$ cat src/rtl/irq_front_pkg.sv
package irq_front_pkg;

    localparam int DATA_W  = 8;
    localparam int VEC_W   = 16;
    localparam int NUM_SRC = 5;
    localparam int NUM_RST = 3;

    // mask write byte field positions
    localparam int MW_EN_BIT    = 3;
    localparam int MW_CLRHI_BIT = 4;

    typedef enum logic [2:0] {
        SRC_NONE = 3'd0,
        SRC_TRAP = 3'd1,
        SRC_HI   = 3'd2,
        SRC_MID  = 3'd3,
        SRC_LO   = 3'd4,
        SRC_GEN  = 3'd5
    } src_e;

    localparam logic [VEC_W-1:0] VEC_TRAP = 16'h0024;
    localparam logic [VEC_W-1:0] VEC_HI   = 16'h003C;
    localparam logic [VEC_W-1:0] VEC_MID  = 16'h0034;
    localparam logic [VEC_W-1:0] VEC_LO   = 16'h002C;

    typedef struct packed {
        logic             take;
        logic             internal;
        logic             ext_ack;
        logic [VEC_W-1:0] vec;
    } accept_t;

    function automatic logic [VEC_W-1:0] vector_of(src_e s);
        case (s)
            SRC_TRAP: return VEC_TRAP;
            SRC_HI:   return VEC_HI;
            SRC_MID:  return VEC_MID;
            SRC_LO:   return VEC_LO;
            default:  return '0;
        endcase
    endfunction

    function automatic logic is_internal(src_e s);
        return (s == SRC_TRAP) || (s == SRC_HI) || (s == SRC_MID) || (s == SRC_LO);
    endfunction

    function automatic accept_t make_accept(src_e s);
        accept_t a;
        a.take     = (s != SRC_NONE);
        a.internal = is_internal(s);
        a.ext_ack  = (s == SRC_GEN);
        a.vec      = vector_of(s);
        return a;
    endfunction

endpackage

$ cat src/rtl/irq_edge_latch.sv
module irq_edge_latch (
    input  logic clk,
    input  logic rst,
    input  logic level_i,
    input  logic clear_i,
    output logic pend_o
);
    logic prev_q;
    logic pend_q;
    logic rise;

    assign rise = level_i && !prev_q;

    always_ff @(posedge clk) begin
        if (rst) begin
            prev_q <= 1'b0;
            pend_q <= 1'b0;
        end else begin
            prev_q <= level_i;
            if (rise)
                pend_q <= 1'b1;
            else if (clear_i)
                pend_q <= 1'b0;
        end
    end

    assign pend_o = pend_q;

    // a rising edge always leaves the request pending
    assert_edge_capture_R11: assert property (@(posedge clk) disable iff (rst)
        (level_i && !prev_q) |=> pend_q);

    // a pending request stays pending until something clears it
    assert_pend_hold_R11: assert property (@(posedge clk) disable iff (rst)
        (pend_q && !clear_i) |=> pend_q);

endmodule

$ cat src/rtl/irq_mask_ctrl.sv
module irq_mask_ctrl
    import irq_front_pkg::*;
(
    input  logic               clk,
    input  logic               rst,
    input  logic               wr_i,
    input  logic [DATA_W-1:0]  wdata_i,
    input  logic               ie_set_i,
    input  logic               ie_clr_i,
    input  logic               take_i,
    output logic [NUM_RST-1:0] mask_o,
    output logic               ie_o
);
    logic [NUM_RST-1:0] mask_q;
    logic               ie_q;
    logic               load_mask;

    assign load_mask = wr_i && wdata_i[MW_EN_BIT];

    always_ff @(posedge clk) begin
        if (rst) begin
            mask_q <= '1;
            ie_q   <= 1'b0;
        end else begin
            if (load_mask)
                mask_q <= wdata_i[NUM_RST-1:0];
            if (take_i || ie_clr_i)
                ie_q <= 1'b0;
            else if (ie_set_i)
                ie_q <= 1'b1;
        end
    end

    assign mask_o = mask_q;
    assign ie_o   = ie_q;

    // acceptance always leaves the enable flag cleared
    assert_ie_drop_R5: assert property (@(posedge clk) disable iff (rst)
        take_i |=> !ie_q);

    // masks only change through an enabled mask write
    assert_mask_keep_R9: assert property (@(posedge clk) disable iff (rst)
        !(wr_i && wdata_i[MW_EN_BIT]) |=> $stable(mask_q));

endmodule

$ cat src/rtl/irq_prio_arb.sv
module irq_prio_arb
    import irq_front_pkg::*;
(
    input  logic [NUM_SRC-1:0] req_i,
    output src_e               winner_o
);
    logic [NUM_SRC-1:0] grant;
    logic [NUM_SRC-1:0] above;

    assign above[0] = 1'b0;

    for (genvar g = 0; g < NUM_SRC; g++) begin : g_chain
        assign grant[g] = req_i[g] && !above[g];
        if (g < NUM_SRC - 1) begin : g_next
            assign above[g+1] = above[g] || req_i[g];
        end
    end

    always_comb begin
        winner_o = SRC_NONE;
        for (int k = 0; k < NUM_SRC; k++) begin
            if (grant[k])
                winner_o = src_e'(3'(k + 1));
        end
    end

    // never more than one source granted
    always_comb begin
        assert_single_grant_R2: assert ($onehot0(grant));
    end

endmodule

$ cat src/rtl/irq_restart_unit.sv
module irq_restart_unit
    import irq_front_pkg::*;
(
    input  logic        clk,
    input  logic        rst,
    input  logic        sample_i,
    input  logic        trap_i,
    input  logic        rq_hi_i,
    input  logic        rq_mid_i,
    input  logic        rq_lo_i,
    input  logic        gen_req_i,
    input  logic        ie_set_i,
    input  logic        ie_clr_i,
    input  logic        mask_wr_i,
    input  logic [7:0]  mask_data_i,
    output logic [7:0]  status_o,
    output logic        pc_hold_o,
    output logic        vec_valid_o,
    output logic [15:0] vector_o,
    output logic        gen_ack_o
);
    logic [NUM_RST-1:0] mask;
    logic               ie;
    logic               pend_hi;
    logic               clear_hi;
    logic [NUM_SRC-1:0] req;
    src_e               winner;
    accept_t            acc_d;
    accept_t            acc_q;
    logic               unused_mw;

    assign unused_mw = &{1'b0, mask_data_i[DATA_W-1:MW_CLRHI_BIT+1]};

    // request vector, index 0 is the highest priority
    always_comb begin
        req    = '0;
        req[0] = trap_i;
        req[1] = ie && pend_hi  && !mask[2];
        req[2] = ie && rq_mid_i && !mask[1];
        req[3] = ie && rq_lo_i  && !mask[0];
        req[4] = ie && gen_req_i;
        if (!sample_i)
            req = '0;
    end

    irq_prio_arb u_arb (
        .req_i    (req),
        .winner_o (winner)
    );

    assign acc_d    = make_accept(winner);
    assign clear_hi = (winner == SRC_HI) || (mask_wr_i && mask_data_i[MW_CLRHI_BIT]);

    irq_edge_latch u_hi_latch (
        .clk     (clk),
        .rst     (rst),
        .level_i (rq_hi_i),
        .clear_i (clear_hi),
        .pend_o  (pend_hi)
    );

    irq_mask_ctrl u_mask (
        .clk      (clk),
        .rst      (rst),
        .wr_i     (mask_wr_i),
        .wdata_i  (mask_data_i),
        .ie_set_i (ie_set_i),
        .ie_clr_i (ie_clr_i),
        .take_i   (acc_d.take),
        .mask_o   (mask),
        .ie_o     (ie)
    );

    always_ff @(posedge clk) begin
        if (rst)
            acc_q <= '0;
        else
            acc_q <= acc_d;
    end

    assign pc_hold_o   = acc_q.take;
    assign vec_valid_o = acc_q.internal;
    assign gen_ack_o   = acc_q.ext_ack;
    assign vector_o    = acc_q.vec;
    assign status_o    = {1'b0, pend_hi, rq_mid_i, rq_lo_i, ie, mask};

    // trap on a sampling edge always answers with its vector
    assert_trap_wins_R1: assert property (@(posedge clk) disable iff (rst)
        (sample_i && trap_i) |=> (pc_hold_o && vec_valid_o && vector_o == VEC_TRAP));

    // no response without a sampling edge
    assert_only_on_strobe_R3: assert property (@(posedge clk) disable iff (rst)
        !sample_i |=> (!pc_hold_o && !vec_valid_o && !gen_ack_o));

    // the response lasts one cycle, since strobes do not repeat back to back here
    assert_hold_single_R4: assert property (@(posedge clk) disable iff (rst)
        (pc_hold_o && !sample_i) |=> !pc_hold_o);

    // with the flag clear only the trap gets through
    assert_masked_quiet_R6: assert property (@(posedge clk) disable iff (rst)
        (sample_i && !trap_i && !status_o[3]) |=> !pc_hold_o);

    // the general acknowledge never comes with an internal vector
    assert_ack_no_vec_R7: assert property (@(posedge clk) disable iff (rst)
        gen_ack_o |-> (pc_hold_o && !vec_valid_o && vector_o == 16'h0000));

endmodule

$ cat config.mk
export PLATFORM = sky130hd
export DESIGN_NAME = irq_restart_unit
export DESIGN_NICKNAME = d
export VERILOG_FILES = /design/src/rtl/irq_front_pkg.sv /design/src/rtl/irq_edge_latch.sv /design/src/rtl/irq_mask_ctrl.sv /design/src/rtl/irq_prio_arb.sv /design/src/rtl/irq_restart_unit.sv
export SDC_FILE = /design/constraint.sdc
export NUM_CORES = 1
export LEC_CHECK = 0
export CAP_MARGIN = 0
export CORE_MARGIN = 2
export CORE_UTILIZATION = 35
export CTS_BUF_LIST = sky130_fd_sc_hd__clkbuf_16
export CTS_CLUSTER_SIZE = 40
export DETAILED_ROUTE_END_ITERATION = 8
export GPL_TIMING_DRIVEN = 0
export PLACE_DENSITY = 0.83
export SLEW_MARGIN = 20
export SYNTH_ARGS = -nofsm -noshare
export SYNTH_HDL_FRONTEND = slang
export SYNTH_HIERARCHICAL = 1
export SYNTH_SLANG_ARGS = --single-unit
$ cat constraint.sdc
create_clock -name clk -period 2.8 [get_ports clk]
set_input_delay 0.28 -clock clk [delete_from_list [all_inputs] [get_ports clk]]
set_output_delay 0.28 -clock clk [all_outputs]
set_load 0.02 [all_outputs]
* Yosys cells after proc, flatten, opt, wreduce, memory -nomap -nowiden
Cells that the tools add are included.
** Storage, ports and cells
- Flip-flop bits (word level) :: 25
- Input port bits :: 19
- Output and inout port bits :: 27
- Word-level logic and storage cells :: 55
** Cells by class
- Eq/ne operators :: 5
- Multiplexer cells :: 9
- Reduce and logical (&&, ||, !) cells :: 33
** Operators by type and width (number)
- $pmux W6 S4 :: 1
- $logic_and A1 B1 Y1 :: 14
- $mux W3 :: 4
- $logic_not A1 Y1 :: 8
- $logic_or A1 B1 Y1 :: 8
- $eq A3 B2 Y1 const B :: 2
- $eq A3 B3 Y1 const B :: 2
- $mux W5 :: 1
- $eq A3 B1 Y1 const B :: 1
- $mux W1 :: 3
- $reduce_bool A3 Y1 :: 1
- $reduce_bool A2 Y1 :: 1
- $reduce_or A2 Y1 :: 1

* Depth between registers and ports, before layout
- Word-level depth :: 13
- Depth in mapped cells :: 8

* Modules after synthesis
Netlist, hierarchy kept.
** By module, submodules not included
- irq_restart_unit :: times used 1, cells each 45, area an instance 379.1 µm², sequential area each 120.1 µm²
- irq_mask_ctrl :: times used 1, cells each 13, area an instance 138.9 µm², sequential area each 80.1 µm²
- irq_edge_latch :: times used 1, cells each 6, area an instance 67.6 µm², sequential area each 40.0 µm²
- irq_prio_arb :: times used 1, cells each 7, area an instance 35.0 µm², sequential area each 0.0 µm²

* Worst setup path after synthesis
No wires, ideal clock.
- Path type :: register to register
- Start point :: register u_mask.ie_q, in the netlist u_mask/ie_o
- End point :: register u_hi_latch.pend_q, in the netlist u_hi_latch/pend_o
- Arrival time :: 1.720 ns
- Required time :: 2.734 ns
- Setup slack :: 1.014 ns
- Stages on the path, launching flop included :: 9
- Buffers on the path :: 0
- Period minus slack after synthesis :: 1.786 ns
- Path through :: dfxtp_1 -> nand2_1 -> nor3b_1 -> nor2_1 -> nor4_1 -> nand2b_1 -> o21ai_0 -> nand2b_1 -> a21oi_2
** Between the ends
- Elaborated cells between the ends (all ways) :: 25
- Classes of those cells :: eq/ne: 1; mux: 5; reduce/logical: 19
** RTL lines
- from (decl) :: line irq_mask_ctrl.sv:15 : logic ie_q;
- from (signal assigned) :: line irq_mask_ctrl.sv:23 : ie_q <= 1'b0;
- from (signal assigned) :: line irq_mask_ctrl.sv:28 : ie_q <= 1'b0;
- from (signal assigned) :: line irq_mask_ctrl.sv:30 : ie_q <= 1'b1;
- $logic_and A1 B1 Y1 (*) (2 in a row) :: line irq_restart_unit.sv:40 : req[3] = ie && rq_lo_i && !mask[0];
- $mux W5 (*) :: line irq_restart_unit.sv:42 : if (!sample_i)
- net req[3] :: line irq_restart_unit.sv:26 : logic [NUM_SRC-1:0] req;
- $logic_or A1 B1 Y1 :: line irq_prio_arb.sv:15 : assign above[g+1] = above[g] || req_i[g];
- $logic_not A1 Y1 :: line irq_prio_arb.sv:13 : assign grant[g] = req_i[g] && !above[g];
- $logic_and A1 B1 Y1 :: line irq_prio_arb.sv:13
- $mux W3 (*) :: line irq_prio_arb.sv:22 : if (grant[k])
- net winner[2] :: line irq_restart_unit.sv:27 : src_e winner;
- $eq A3 B2 Y1 (*) :: line irq_restart_unit.sv:52 : assign clear_hi = (winner == SRC_HI) || (mask_wr_i && mask_data_i[MW_CLRHI_BIT]);
- $logic_or A1 B1 Y1 (*) :: line irq_restart_unit.sv:52
- net clear_hi :: line irq_restart_unit.sv:25 : logic clear_hi;
- $reduce_bool A2 Y1 (no source line) (*)
- to (signal assigned) :: line irq_edge_latch.sv:17 : pend_q <= 1'b0;
- to (signal assigned) :: line irq_edge_latch.sv:21 : pend_q <= 1'b1;
- to (signal assigned) :: line irq_edge_latch.sv:23 : pend_q <= 1'b0;
- to (decl) :: line irq_edge_latch.sv:9 : logic pend_q;
Mark *: on every way through the listed nets, which the timed path passes. The rest lies on a longest branch.
A chain may end at the register's enable or synchronous reset.

* Final worst setup path
- Start point :: input sample_i
- End point :: register u_hi_latch.pend_q, in the netlist u_hi_latch/pend_o
** Between the ends
- Elaborated cells between the ends (all ways) :: 20
- Classes of those cells :: eq/ne: 1; mux: 6; reduce/logical: 13
** RTL lines
- from (decl) :: line irq_restart_unit.sv:6 : input logic sample_i,
- $mux W5 (*) :: line irq_restart_unit.sv:42
- net req[3] :: line irq_restart_unit.sv:26
- $logic_or A1 B1 Y1 :: line irq_prio_arb.sv:15
- $logic_not A1 Y1 :: line irq_prio_arb.sv:13
- $logic_and A1 B1 Y1 :: line irq_prio_arb.sv:13
- $mux W3 (*) :: line irq_prio_arb.sv:22
- net winner[2] :: line irq_restart_unit.sv:27
- $eq A3 B2 Y1 (*) :: line irq_restart_unit.sv:52
- $logic_or A1 B1 Y1 (*) :: line irq_restart_unit.sv:52
- net clear_hi :: line irq_restart_unit.sv:25
- $reduce_bool A2 Y1 (no source line) (*)
Marked as above.

==> key figures <==
Floorplanning
  – # IOs: 46
  – Starting density of the core: a little under two fifths
  – Y dimension of the die: about 46 um
  – Placement Rows: 15
  – Die width: approximately 46 um
  – Die area: roughly 2100 um^2
  – Core Box Area: approximately 1700 um^2

Synthesis
  – Distinct cell type count after synthesis: 20
  – Yosys top cell area share: about two fifths
  – Most used flip-flop cell after synthesis: sky130_fd_sc_hd__dfxtp_1
  – Mapped cell area: ~620 um^2
  – Sequential fraction of the synthesis area: between 30% and 40%
  – Synth warnings: 6
  – Post-synth EDFFs: 0
  – Number of cells produced by synthesis: 71
  – Synthesis-stage register bit count: 12
  – Most common cell in the synthesized netlist: sky130_fd_sc_hd__buf_4
  – Post-Synthesis Mean Instance Area: a little under 9 um^2
  – Most used standard cells in the synthesized netlist: 18 x sky130_fd_sc_hd__buf_4, 12 x sky130_fd_sc_hd__dfxtp_1, 7 x sky130_fd_sc_hd__nor2_1
  – Proportion of synthesized flip-flops having asynchronous set or reset: 0%
  – Library cell with the largest summed area after synthesis: sky130_fd_sc_hd__dfxtp_1
  – Largest cells by area after synthesis: sky130_fd_sc_hd__dfxtp_1 39%, sky130_fd_sc_hd__buf_4 22%, sky130_fd_sc_hd__nor2_1 4.2%, sky130_fd_sc_hd__a211o_1 4.2%, sky130_fd_sc_hd__and3_1 4.0%

Worst setup path
  – Peak fanout along the critical path: 5
  – Critical Path Max Stage Delay: around 620 ps
  – Top delay family on crit path: simple AND/OR/NAND/NOR gates
  – Ordered cell list for the critical path: clkdlybuf4s50_1 > nand2_1 > nor3b_1 > nor2_1 > nor4_1 > nand2b_1 > o21ai_0 > nand2b_1 > a21oi_2
  – Crit path DAT: approximately 2400 ps
  – Capturing element type of the critical path: flop
  – Path type of the worst setup path: in2reg
  – CP required: approximately 3000 ps
  – Kind of start point of the critical path: primary input
  – Worst-path cell with the longest stage delay: sky130_fd_sc_hd__nor4_1
  – Cell repeated most along the worst path: sky130_fd_sc_hd__nand2b_1
  – Crit path buffers/inverters: 1

Finish
  – Antenna diode instance count: 0
  – Net count, final: ~140
  – Area growth syn-to-layout: 70.2%
  – Share of final-layout standard cells stronger than drive strength 1: just over 20%

Route
  – Final wirelength: about 1300 um
  – Number of violations reported at the end of detailed-routing iteration 0: 7
  – First drt pass iteration count: 2
  – Vias: 560
  – Number of nets with antenna violations after detailed routing: 0
  – Wire length per cell: between 9 and 10 um
  – Remaining DRCs: 0
  – Detailed-route vias per instance: between 4 and 5

Clocking
  – Root buffer cell: sky130_fd_sc_hd__clkbuf_16
  – Clock Sink Count: 12
  – Number of buffers inserted by hold repair at cts: 0
  – Post-cts resize count: 0
  – Clock latency of the later-clocked register in the worst-skew pair: approximately 240 ps
  – Maximum clock insertion buffer count: 2
  – Post-CTS setup buffer count: 0
  – Clock buffer count from CTS: 3
  – Reg clk slew, reported paths: about 40 ps
  – TritonCTS clock tree: yes
  – Maximum level of the CTS H-tree: 1

STA
  – Least-Margin Pin Slew: around 800 ps
  – Fmax achieved: approximately 0.46 GHz
  – Normalized max-slew margin: a little under half
  – Final number of hold-violating endpoints: 0
  – Final Cycle Share: around four fifths
  – Final setup viols: 0
  – Least setup slack across all paths after layout: roughly 600 ps
  – Max Slew Vio Count: 0
  – TNS Setup: 0 ps
  – Shortest clock period the worst path allows after layout: 2190 ps
  – RSZ-0062 raised after global routing: false
  – Clk_skew: about 0.70 ps
  – Smallest hold slack: just under 500 ps

Global routing
  – Antenna violations before repair: 0
  – Pin count of the biggest net entering global routing: 13
  – Sum of overflow across all layers after global routing: 0
  – Vias in the first global route: approximately 500
  – Wire length of the first global-routing pass: approximately 1900 um
  – Total global routing track utilization: about an eighth

Hold path
  – HP Class: reg2reg

Power
  – Pwr/cell area: around 520 nW/um^2
  – Max IR drop VDD: around 350 uV
  – Lkg Pwr: approximately 0.48 nW

Outcome
  – Outcome: completed

Placement
  – Pre-CTS setup slack: 376 ps
  – Port buffer count: 29
  – Post-DP HPWL: 987 um
  – Weighted congestion at the end of routability-driven global placement: roughly 0.66

Run
  – Max-cap viol count: 0
## sequential cells by signal, indices dropped and copies added, names as in the netlist
register / flops
vector_o: 3
vec_valid_o: 1
u_hi_latch/prev_q: 1
gen_ack_o: 1
u_mask/mask_o: 3
pc_hold_o: 1
u_mask/ie_o: 1
u_hi_latch/pend_o: 1
## per-layer routing
layer	track usage, %	routed length, um	vias to the layer above
li1	-	-	298
met1	10.5	445	233
met2	24.7	667	26
met3	7.06	117	3
met4	6.86	21	0
met5	0	0	-
## kinds of logic after synthesis
group,share of synthesized area (%)
compound gates,9.27
buf+inv,23.0
other cells,0.604
flops,38.7
xor+xnor,1.41
simple gates,27.0
## power by group
part	internal (mW)	switching [mW]	total, mW	leakage [nW]
combinational	0.0598	0.0494	0.109	0.339
clock	0.188	0.0720	0.260	0.0385
sequential	0.180	0.00447	0.184	0.0986
## placed cells by master, fill, tap and decap left out, drive strengths merged
| cell type | netlist | routed |
|---|---|---|
| inv | 2 | 2 |
| nor3 | 5 | 5 |
| clkinv | 0 | 1 |
| and2 | 1 | 1 |
| clkbuf | 0 | 3 |
| conb | 1 | 13 |
| xnor2 | 1 | 1 |
| nand2 | 4 | 4 |
| dfxtp | 12 | 12 |
| and3 | 4 | 4 |
| nor3b | 3 | 3 |
| nor2 | 7 | 7 |
| clkdlybuf4s50 | 0 | 29 |
| a211o | 3 | 3 |
| a221o | 1 | 1 |
| nor4 | 2 | 2 |
| buf | 18 | 18 |
| nand2b | 3 | 3 |
| nor2b | 1 | 1 |
| o21ai | 1 | 1 |
| o21a | 1 | 1 |
| a21oi | 1 | 1 |
## per-stage QoR
stage          utilization (%)  cells  area, um^2  power (mW)
2_1_floorplan                -     83         666       0.250
6_report                  62.5    133        1060       0.553
3_3_place_gp              57.9    129         977       0.295
5_1_grt                   62.5    133        1060       0.573
3_5_place_dp              57.9    129         977       0.296
4_1_cts                   62.5    133        1060       0.558
## cell type report
class | instances | area (um^2)
sequential | 12 | 240
inverter | 2 | 7.51
multi-input combinational | 51 | 283
buffer | 18 | 135
fill | 163 | 633
clock inverter | 1 | 3.75
tap | 17 | 21.3
timing repair buffer | 29 | 290
clock buffer | 3 | 75.1
## worst register-to-register path: cells and delay by family, from the launching register on
family	cells	cell delay [ps]
and+or+nand+nor	6	1440
DFF	1	360
AOI/OAI and AO/OA	2	170
## path summary, 6_finish.rpt
| path | startpoint | endpoint | slack (ps) | depth (start not counted) |
|---|---|---|---|---|
| setup reg to reg | u_mask/ie_o | u_hi_latch/pend_o | 760 | 8 |
| hold reg to reg | u_hi_latch/pend_o | u_hi_latch/pend_o | 490 | 2 |
| hold / removal | u_hi_latch/pend_o | u_hi_latch/pend_o | 490 | 2 |
| setup / recovery | sample_i | u_hi_latch/pend_o | 610 | 9 |
No activity file was read; power rests on OpenSTA's default activity.
